===== src/rtl/irqc_pkg.sv =====
package irqc_pkg;
    localparam int REG_W   = 32;
    localparam int DMA_CH  = 8;
    localparam int XERR_N  = 8;
    localparam int INTX_N  = 4;
    localparam int TAIL_N  = 4;
    localparam int INTX_LSB = 2 * DMA_CH + XERR_N;
    localparam int INTX_EVT = INTX_LSB;
    localparam int SHIFT    = INTX_N - 1;
    localparam int EVT_N    = INTX_EVT + 1 + TAIL_N;

    localparam logic [3:0] OFF_STATUS = 4'h0;
    localparam logic [3:0] OFF_ENABLE = 4'h4;
    localparam logic [3:0] OFF_EVENT  = 4'h8;

    typedef enum logic [1:0] {
        SEL_STATUS = 2'd0,
        SEL_ENABLE = 2'd1,
        SEL_EVENT  = 2'd2,
        SEL_NONE   = 2'd3
    } reg_sel_e;

    function automatic reg_sel_e decode_off(input logic [3:0] a);
        reg_sel_e s;
        unique case (a)
            OFF_STATUS: s = SEL_STATUS;
            OFF_ENABLE: s = SEL_ENABLE;
            OFF_EVENT:  s = SEL_EVENT;
            default:    s = SEL_NONE;
        endcase
        return s;
    endfunction
endpackage


===== src/rtl/irqc_status_bank.sv =====
module irqc_status_bank #(
    parameter int W = 32
) (
    input  logic         clk,
    input  logic         rst_n,
    input  logic [W-1:0] set_i,
    input  logic [W-1:0] clr_i,
    output logic [W-1:0] status_o
);
    for (genvar i = 0; i < W; i++) begin : g_bit
        always_ff @(posedge clk) begin
            if (!rst_n)
                status_o[i] <= 1'b0;
            else if (set_i[i])
                status_o[i] <= 1'b1;
            else if (clr_i[i])
                status_o[i] <= 1'b0;
        end
    end
endmodule


===== src/rtl/irqc_event_fold.sv =====
module irqc_event_fold
    import irqc_pkg::*;
(
    input  logic [REG_W-1:0] enabled_i,
    output logic [EVT_N-1:0] evt_o
);
    for (genvar e = 0; e < EVT_N; e++) begin : g_evt
        if (e < INTX_EVT) begin : g_direct
            assign evt_o[e] = enabled_i[e];
        end else if (e == INTX_EVT) begin : g_intx
            assign evt_o[e] = |enabled_i[INTX_LSB +: INTX_N];
        end else begin : g_shift
            assign evt_o[e] = enabled_i[e + SHIFT];
        end
    end
endmodule


===== src/rtl/irqc_reg_port.sv =====
module irqc_reg_port
    import irqc_pkg::*;
(
    input  logic             clk,
    input  logic             rst_n,
    input  logic             wr_en,
    input  logic             rd_en,
    input  logic [3:0]       addr,
    input  logic [REG_W-1:0] wdata,
    input  logic [REG_W-1:0] status_i,
    input  logic [REG_W-1:0] enable_i,
    input  logic [EVT_N-1:0] evt_i,
    output logic [REG_W-1:0] clr_o,
    output logic             en_we_o,
    output logic [REG_W-1:0] rdata
);
    reg_sel_e sel;
    logic [REG_W-1:0] rd_mux;

    assign sel     = decode_off(addr);
    assign clr_o   = (wr_en && sel == SEL_STATUS) ? wdata : '0;
    assign en_we_o = wr_en && sel == SEL_ENABLE;

    always_comb begin
        unique case (sel)
            SEL_STATUS: rd_mux = status_i;
            SEL_ENABLE: rd_mux = enable_i;
            SEL_EVENT:  rd_mux = {{(REG_W - EVT_N){1'b0}}, evt_i};
            default:    rd_mux = '0;
        endcase
    end

    always_ff @(posedge clk) begin
        if (!rst_n)
            rdata <= '0;
        else if (rd_en)
            rdata <= rd_mux;
    end
endmodule


===== src/rtl/pcie_bridge_irq_ctrl.sv =====
module pcie_bridge_irq_ctrl
    import irqc_pkg::*;
(
    input  logic             clk,
    input  logic             rst_n,
    input  logic [REG_W-1:0] evt_in,
    input  logic             wr_en,
    input  logic             rd_en,
    input  logic [3:0]       addr,
    input  logic [REG_W-1:0] wdata,
    output logic [REG_W-1:0] rdata,
    output logic             irq
);
    logic [REG_W-1:0] status_q;
    logic [REG_W-1:0] mask_q;
    logic [REG_W-1:0] clr_vec;
    logic             en_we;
    logic [EVT_N-1:0] evt_vec;
    logic [REG_W-1:0] enabled;

    irqc_status_bank #(.W(REG_W)) u_status (
        .clk      (clk),
        .rst_n    (rst_n),
        .set_i    (evt_in),
        .clr_i    (clr_vec),
        .status_o (status_q)
    );

    always_ff @(posedge clk) begin
        if (!rst_n)
            mask_q <= '0;
        else if (en_we)
            mask_q <= wdata;
    end

    assign enabled = status_q & mask_q;
    assign irq     = |enabled;

    irqc_event_fold u_fold (
        .enabled_i (enabled),
        .evt_o     (evt_vec)
    );

    irqc_reg_port u_port (
        .clk      (clk),
        .rst_n    (rst_n),
        .wr_en    (wr_en),
        .rd_en    (rd_en),
        .addr     (addr),
        .wdata    (wdata),
        .status_i (status_q),
        .enable_i (mask_q),
        .evt_i    (evt_vec),
        .clr_o    (clr_vec),
        .en_we_o  (en_we),
        .rdata    (rdata)
    );
endmodule


===== config.mk =====
export PLATFORM = sky130hd
export DESIGN_NAME = pcie_bridge_irq_ctrl
export DESIGN_NICKNAME = d
export VERILOG_FILES = /design/src/rtl/irqc_pkg.sv /design/src/rtl/irqc_status_bank.sv /design/src/rtl/irqc_event_fold.sv /design/src/rtl/irqc_reg_port.sv /design/src/rtl/pcie_bridge_irq_ctrl.sv
export SDC_FILE = /design/constraint.sdc
export NUM_CORES = 1
export LEC_CHECK = 0
export ABC_AREA = 1
export BUFFER_PORTS_ARGS = -buffer_cell sky130_fd_sc_hd__buf_4
export CORE_MARGIN = 8
export CORE_UTILIZATION = 50
export DETAILED_ROUTE_END_ITERATION = 8
export HOLD_SLACK_MARGIN = 0.12
export PLACE_DENSITY = 0.72
export SETUP_SLACK_MARGIN = 0.05
export SYNTH_ARGS = -nofsm -noshare
export SYNTH_HDL_FRONTEND = slang
export SYNTH_SLANG_ARGS = --single-unit

===== constraint.sdc =====
create_clock -name clk -period 1.3 [get_ports clk]
set_input_delay 0 -clock clk [delete_from_list [all_inputs] [get_ports clk]]
set_output_delay 0 -clock clk [all_outputs]
set_load 0.02 [all_outputs]

* After elaboration in Yosys (flattened, before gate mapping)
Index checks and enable logic that the tools add are counted.
Word-level totals: bits in registers 96, latch bits 0, RAM bits 0, ROM bits 0, bits of input ports 72, logic and storage cells 144, memories 0
Cells by class: add/sub/neg operators 0, multipliers 0, divide/modulo/power cells 0, $lt $le $gt $ge 0, eq/ne operators 4, shift operators 0, muxes and demuxes 67, bitwise logic cells 1, reductions and logical operators 38
Operator list (number):
- $pmux W32 S3 | 1
- $mux W1 | 64
- $reduce_bool A2 Y1 | 32
- $and A32 B32 Y32 | 1
- $mux W32 | 1
- $reduce_or A32 Y1 | 1
- $pmux W2 S3 | 1
- $eq A4 B3 Y1 const B | 1
- $eq A4 B4 Y1 const B | 1
- $logic_not A4 Y1 | 1
- $reduce_or A4 Y1 | 1
- $eq A2 B1 Y1 const B | 1
- $eq A2 B2 Y1 const B | 1
- $logic_and A1 B1 Y1 | 2
- $logic_not A2 Y1 | 1

* Logic depth before layout (Yosys ltp)
Gate-level depths: netlist of run 1.
word-level depth 7, gate-level depth with buffers 9

* Modules after synthesis
Synthesis of run 1 repeated with hierarchy kept, for this count alone.
Second synthesis, totals: cells, all modules 787, area, all modules 5101.1 um^2
Modules (own cells, without submodules):
- irqc_reg_port | instances 1, cells an instance 359, area an instance 2095.8 um^2, sequential area each 640.6 um^2
- pcie_bridge_irq_ctrl | instances 1, cells an instance 233, area an instance 1472.7 um^2, sequential area each 640.6 um^2
- irqc_status_bank | instances 1, cells an instance 164, area an instance 1311.3 um^2, sequential area each 640.6 um^2
- irqc_event_fold | instances 1, cells an instance 31, area an instance 221.5 um^2, sequential area each 0.0 um^2

* Least setup slack after synthesis of run 1
Ideal clock, no wire load.
kind input -> register, start in addr[1], end reg u_status.status_o[0], setup time 0.128 ns, data arrival time 0.868 ns, data required time 1.172 ns, slack 0.305 ns, stages on the path 8, cell sequence nor2_1 > buf_4 > and3_1 > buf_2 > buf_4 > nand2_1 > a21oi_1 > nor2_1
On the way: cells in the longest elaborated chain, start to end 6, elaborated cells on any way between the ends 8, classes of those cells eq/ne (2); mux (2); reduce/logical (4)
RTL lines:
- from (decl) | line pcie_bridge_irq_ctrl.sv:9 | input logic [3:0] addr,
- $eq A4 B4 Y1, or another cell as far along | line irqc_pkg.sv:25 | unique case (a)
- $pmux W2 S3 * | line irqc_pkg.sv:25
- $logic_not A2 Y1 * | line irqc_reg_port.sv:21 | assign clr_o = (wr_en && sel == SEL_STATUS) ? wdata : '0;
- $logic_and A1 B1 Y1 * | line irqc_reg_port.sv:21
- $mux W32 * | line irqc_reg_port.sv:21
- $reduce_bool A2 Y1 (no line) *
- to (signal, indexed assignment) | line irqc_status_bank.sv:13 | status_o[i] <= 1'b0;
- to (signal, indexed assignment) | line irqc_status_bank.sv:15 | status_o[i] <= 1'b1;
- to (signal, indexed assignment) | line irqc_status_bank.sv:17 | status_o[i] <= 1'b0;
- to (decl) | line irqc_status_bank.sv:8 | output logic [W-1:0] status_o
Every way passes the cells marked *; elsewhere a longest branch is shown, timed or not. A chain may end at the register's enable or synchronous reset.

* Final worst setup path of run 1
start reg mask_q[2], end out irq
On the way: cells in the longest elaborated chain, start to end 2
RTL lines:
- from (decl) | line pcie_bridge_irq_ctrl.sv:15 | logic [REG_W-1:0] mask_q;
- from (signal assigned) | line pcie_bridge_irq_ctrl.sv:33 | mask_q <= wdata;
- $and A32 B32 Y32 | line pcie_bridge_irq_ctrl.sv:36 | assign enabled = status_q & mask_q;
- $reduce_or A32 Y1 | line pcie_bridge_irq_ctrl.sv:37 | assign irq = |enabled;
- to (decl) | line pcie_bridge_irq_ctrl.sv:12 | output logic irq
No other way between the ends.

==> flow_summary.yaml, run 1 <==
run_status:
  status: "finished, violations left"
  violations: "setup timing"
global_routing:
  grt_busiest_layer: "met2"
  gr-usage-all-layers: 0.254
  overflow: 0
  antenna_found_initial: 1
  grt_pass1_vias: 4723
  grt_max_degree: 65
  grt_use_met2: 0.420
  use_met3: 0.0496
  grt_pass1_wl_um: 23600
  use_met1: 0.322
timing:
  whs_ns: 0.151
  period_share: 1.08
  setup_viol: 1
  drv_slew: 0
  hold_viol: 0
  tightest_slew_ns: 0.515
  max_freq_mhz: 714
  rsz0062_at_grt: "true"
  slew_headroom: 0.656
  period_needed_ns: 1.40
  finalSetupTns_ns: -0.100
  fin_ws_ns: -0.100
  final.setup_skew_ns: 0.00836
die:
  die_area_um2: 11800
  core-area_um2: 8510
  start_util: 0.504
  rows: 34
  die_w_um: 109
  ios: 105
  fp.dieH_um: 109
clock_tree:
  clock_sinks: 96
  cts_tree: "yes"
  clkSlewWorstSetupHoldPaths_ns: 0.10
  clockBufferDepth: 2
  clk_latency_ns: 0.37
  htreeDepth: 3
  root_buffer: "clkbuf_8"
  cts_buffers: 9
final_layout:
  multi_input_area_um2: 2000
  final_nets: 893
  drive_gt1_frac: 0.211
  fillers: 659
  final-seq-area_um2: 1930
  syn_to_final_growth_pct: 50.5
placement:
  gp_congestion: 0.837
  dp_hpwl_um: 9470
  io_buffer_count: 104
worst_setup_path:
  crit_required_ns: 1.30
  cp-start-kind: "flop"
  endpoint_kind: "primary output"
  crit_path_frequent_cell: "nand4_1"
  max_stage_delay_ns: 0.36
  crit_chain: "nand2_1 > nand4_1 > nor2_1 > nand4_1 > buf_6"
  critical_path_class: "flop to primary output"
  arrival_ns: 1.40
  slowest_stage: "dfxtp_1"
  path_max_fanout: 3
routing:
  via_per_inst: 5.40
  drtIter0Drc: 419
  dr_total_vias: 5045
  wl_um: 15800
  ant_nets: 0
  routedWlPerCell_um: 16.9
  drcViolationCount: 0
  first_pass_iters: 5
power:
  peakVddDrop_v: 0.000513
  power_density_nw_per_um2: 936
  power_leakage_nw: 2.87
logic_synthesis:
  syn-num-nets: 708
  avgSynthCellArea_um2: 6.75
  synth_area_um2: 4290
  ys_warn_count: 0
  ys_types: 16
  ys_seq_area_frac: 0.448
  syn_inst: 636
  ys_seq_elements: 96
run:
  maxCapViolations: 0
hold_path:
  hp-class: "primary input to flop"
==> synthesized netlist by cell type <==
cell        n  area share
nand4_1     8       0.012
o21ai_0    36       0.042
inv_1      64       0.056
nand2_1   162        0.14
and3_1      1      0.0015
nand3_1    89        0.10
dfxtp_1    96        0.45
nand3_2     1      0.0023
a21oi_1    96        0.11
nor3_1      1      0.0012
clkbuf_1   21       0.018
inv_2       1     0.00087
nor2_1     39       0.034
buf_1       2      0.0017
buf_2      14       0.016
buf_4       5      0.0087
==> critical path: cells and delay by family, from the launching register on <==
kind,cells,cell delay [ns]
DFF,1,0.36
buffers and inverters,1,0.17
and+or+nand+nor,4,0.50
==> power by group <==
group	internal (W)	total [W]	switching, W
Clock	0.000901	0.00199	0.00109
Sequential	0.00304	0.00313	0.0000847
Combinational	0.000491	0.000925	0.000435
Total	0.00444	0.00604	0.00161
==> cell type report <==
class	count	share of cell area
Timing Repair Buffer	216	0.301
Antenna cell	1	0.000388
Multi-Input combinational cell	433	0.310
Sequential cell	96	0.299
Clock buffer	10	0.0198
Clock inverter	6	0.0107
Inverter	65	0.0378
Tap cell	108	0.0209
==> registers in the layout (all words and copies together), names as in the netlist <==
| signal | cells |
|---|---|
| mask_q | 32 |
| u_port.rdata | 32 |
| u_status.status_o | 32 |
==> layout by cell type (no fill, tap or decap), types with 2 or more instances in the layout <==
cell type / Yosys / routed
nand2_1: 162 / 154
buf_4: 5 / 124
a21oi_1: 96 / 94
nand3_1: 89 / 89
dfxtp_1: 96 / 88
dlygate4sd3_1: 0 / 82
inv_1: 64 / 64
nor2_1: 39 / 35
o21ai_0: 36 / 35
clkbuf_8: 0 / 9
nand2_2: 0 / 8
nand4_1: 8 / 8
dfxtp_2: 0 / 8
buf_12: 0 / 6
nor2_4: 0 / 3
a21oi_2: 0 / 2
clkinv_4: 0 / 2
clkbuf_16: 0 / 2
==> per-stage QoR <==
stage / power, W / setup WS, ns / util / cell area [um2] / cells
detailed placement: 0.00384 / 0.115 / 0.617 / 5250 / 826
global placement: 0.00382 / 0.142 / 0.617 / 5250 / 826
floorplan: 0.00347 / 0.305 / - / 4290 / 636
global route: 0.00626 / -0.155 / 0.759 / 6460 / 935
finish: 0.00604 / -0.100 / 0.759 / 6460 / 935
CTS: 0.00600 / -0.113 / 0.745 / 6340 / 930
==> final timing paths <==
path	start	end	depth (start not counted)	slack (ns)
setup reg to reg	u_status.status_o[29]	u_status.status_o[29]	3	0.05
setup / recovery	mask_q[2]	irq	5	-0.10
hold reg to reg	mask_q[14]	mask_q[14]	2	0.47
hold / removal	rst_n	mask_q[10]	4	0.15
==> logic make-up (layout without fill, tap and decap cells) <==
kind of cell	Yosys count	count (layout)	share of synthesized area
flops	96	96	0.448
other cells	0	1	0
buf+inv	107	297	0.102
compound gates	132	132	0.154
simple gates	301	301	0.296
==> layer usage <==
metal  wire [um]  up-vias
met5           0        -
met4         389        0
met3        1560       38
met2        7550      243
met1        6270     2326
li1            -     2438
==> timing repair <==
item / in CTS / in global routing
hold buffers: 83 / 0
cloned: 0 / 2
buffers inserted: 5 / 2
endpoints found under the setup margin: 1 / 12
hold endpoints to repair: 72 / 0
gates resized for setup: 11 / 17
pin swaps: 4 / 4
Note: power is estimated with default switching activity, not from simulation.
==> run 2, diff against run 1 <==
clock period = 1.7 ns   (was 1.3 ns; I/O delays follow)
==> flow_summary.yaml, run 2 (synthesized netlist as in run 1, its figures left out) <==
worst_setup_path:
  max_stage_delay_ns: 0.35
  path_buf_inv: 1
  critical_path_class: "flop to primary output"
  endpoint_kind: "primary output"
  crit_required_ns: 1.70
  reg2reg_slack_ns: 0.38
  arrival_ns: 1.58
  timing.rr.end: "u_status.status_o[6]"
  crit_chain: "nand2_1 > nand4_1 > nor3_1 > nand4_1 > buf_4"
  critPathTopFamily: "simple AND/OR/NAND/NOR gates"
  path_max_fanout: 3
  cp-start-kind: "flop"
  cp.depth: 5
  timing.rr.start: "u_status.status_o[6]"
  crit_path_frequent_cell: "nand4_1"
  worst-r2r-cell-count: 3
  slowest_stage: "dfxtp_1"
final_layout:
  drive_gt1_frac: 0.156
  final_cell_mix: "nand2_1, dlygate4sd3_1, buf_4, a21oi_1, dfxtp_1"
  multi_input_area_um2: 1940
  final_nets: 918
  final-seq-area_um2: 1920
  layout_commonest_cell: "nand2_1"
  reg.largest.list: "mask_q: 32 flops, u_port.rdata: 32 flops, u_status.status_o: 32 flops"
  syn_to_final_growth_pct: 53.8
  fillers: 608
routing:
  drcViolationCount: 0
  drtIter0Drc: 489
  ant_nets: 0
  via_per_inst: 5.45
  wl_um: 15800
  dr_total_vias: 5234
  routedWlPerCell_um: 16.4
  first_pass_iters: 5
timing:
  drv_slew: 0
  setup_viol: 0
  max_freq_mhz: 632
  final.setup_skew_ns: 0.00491
  hold_viol: 0
  rsz0062_at_grt: "false"
  slew_headroom: 0.611
  period_share: 0.930
  finalSetupTns_ns: 0
  period_needed_ns: 1.58
  tightest_slew_ns: 0.584
die:
  core-area_um2: 8510
  rows: 34
  die_area_um2: 11800
  start_util: 0.504
  ios: 105
  fp.dieH_um: 109
  die_w_um: 109
clock_tree:
  cts_buffers: 9
  root_buffer: "clkbuf_8"
  cts_setup_buffers: 0
  clockBufferDepth: 2
  htreeDepth: 3
  clock_sinks: 96
  clk_latency_ns: 0.35
  cts_tree: "yes"
  cts_resized: 0
  clkSlewWorstSetupHoldPaths_ns: 0.09
power:
  power.internal_w: 0.00357
  clkPwrFrac: 0.338
  seq_power_share: 0.506
  pwr-share-comb: 0.155
  peakVddDrop_v: 0.000555
  power_leakage_nw: 2.93
  fin_total_pwr_w: 0.00474
  power.switching_w: 0.00117
  power_density_nw_per_um2: 718
  switching_share: 0.247
global_routing:
  grt_max_degree: 65
  overflow: 0
  gr-usage-all-layers: 0.271
  grt_pass1_vias: 5271
  antenna_found_initial: 0
  grt_pass1_wl_um: 25600
hold_path:
  hp-class: "primary input to flop"
  min_to: "mask_q[29]"
  whs_path_depth: 3
  hold_path.startpoint: "rst_n"
placement:
  gp_congestion: 0.857
  dp_hpwl_um: 9170
  io_buffer_count: 104
run_status:
  status: "complete, no violations"
run:
  maxCapViolations: 0
==> run 2: changes by cell type in the layout (fill, tap and decap cells not counted), sizes merged <==
| cell | change |
|---|---|
| buf | -17 |
| dlygate4sd3 | +45 |
| bufinv | +1 |
| dlymetal6s4s | -1 |
| inv | -1 |
| clkinv | -1 |
| clkbuf | -1 |
| diode | +1 |
==> run 2: routing by layer <==
layer,track usage,part of all wire,vias up
met4,0.113,0.032,0
met3,0.0508,0.093,51
met2,0.462,0.49,292
met5,0,0,-
met1,0.328,0.38,2411
li1,-,-,2480
==> run 2: final cells by class <==
| cell class | instances | area share |
|---|---|---|
| Clock inverter | 5 | 0.0123 |
| Antenna cell | 2 | 0.000758 |
| Timing Repair Buffer | 241 | 0.324 |
| Sequential cell | 96 | 0.291 |
| Inverter | 65 | 0.0370 |
| Clock buffer | 11 | 0.0199 |
| Multi-Input combinational cell | 433 | 0.294 |
| Tap cell | 108 | 0.0205 |
==> run 2: stage by stage <==
step,cells,hold WS [ns],cell area (um2),worst slack (ns),util
2_1_floorplan,636,0.117,4290,0.705,-
3_3_place_gp,816,0.202,5110,0.498,0.601
3_5_place_dp,816,0.212,5110,0.483,0.601
4_1_cts,959,0.121,6600,0.137,0.775
5_1_grt,959,0.154,6600,0.0689,0.775
6_report,961,0.142,6600,0.119,0.776
==> run 2: power groups by stage <==
stage / Combinational [W] / Sequential [W] / Clock (W)
after floorplan: 0.000227 / 0.00243 / 0
after global placement: 0.000442 / 0.00244 / 0
after detailed placement: 0.000451 / 0.00245 / 0
after CTS: 0.000699 / 0.00239 / 0.00162
after global routing: 0.000791 / 0.00241 / 0.00172
final: 0.000736 / 0.00240 / 0.00160
==> run 2: worst max-delay path by stage <==
stage / from / end
floorplan: addr[1] / u_status.status_o[0]
global placement: addr[1] / u_port.rdata[13]
global route: u_status.status_o[22] / irq
detailed placement: addr[1] / u_port.rdata[10]
finish: u_status.status_o[9] / irq
CTS: u_status.status_o[9] / irq
==> run 2: tightest hold or removal path, delay by kind of cell <==
kind | cells | cell delay, ns
compound gates | 2 | 0.21
buf+inv | 1 | 0.22
==> run 2: timing repair <==
action / CTS / global route
hold buffers: 127 / 0
setup endpoints to repair: 0 / 0
hold endpoints to repair: 96 / 0
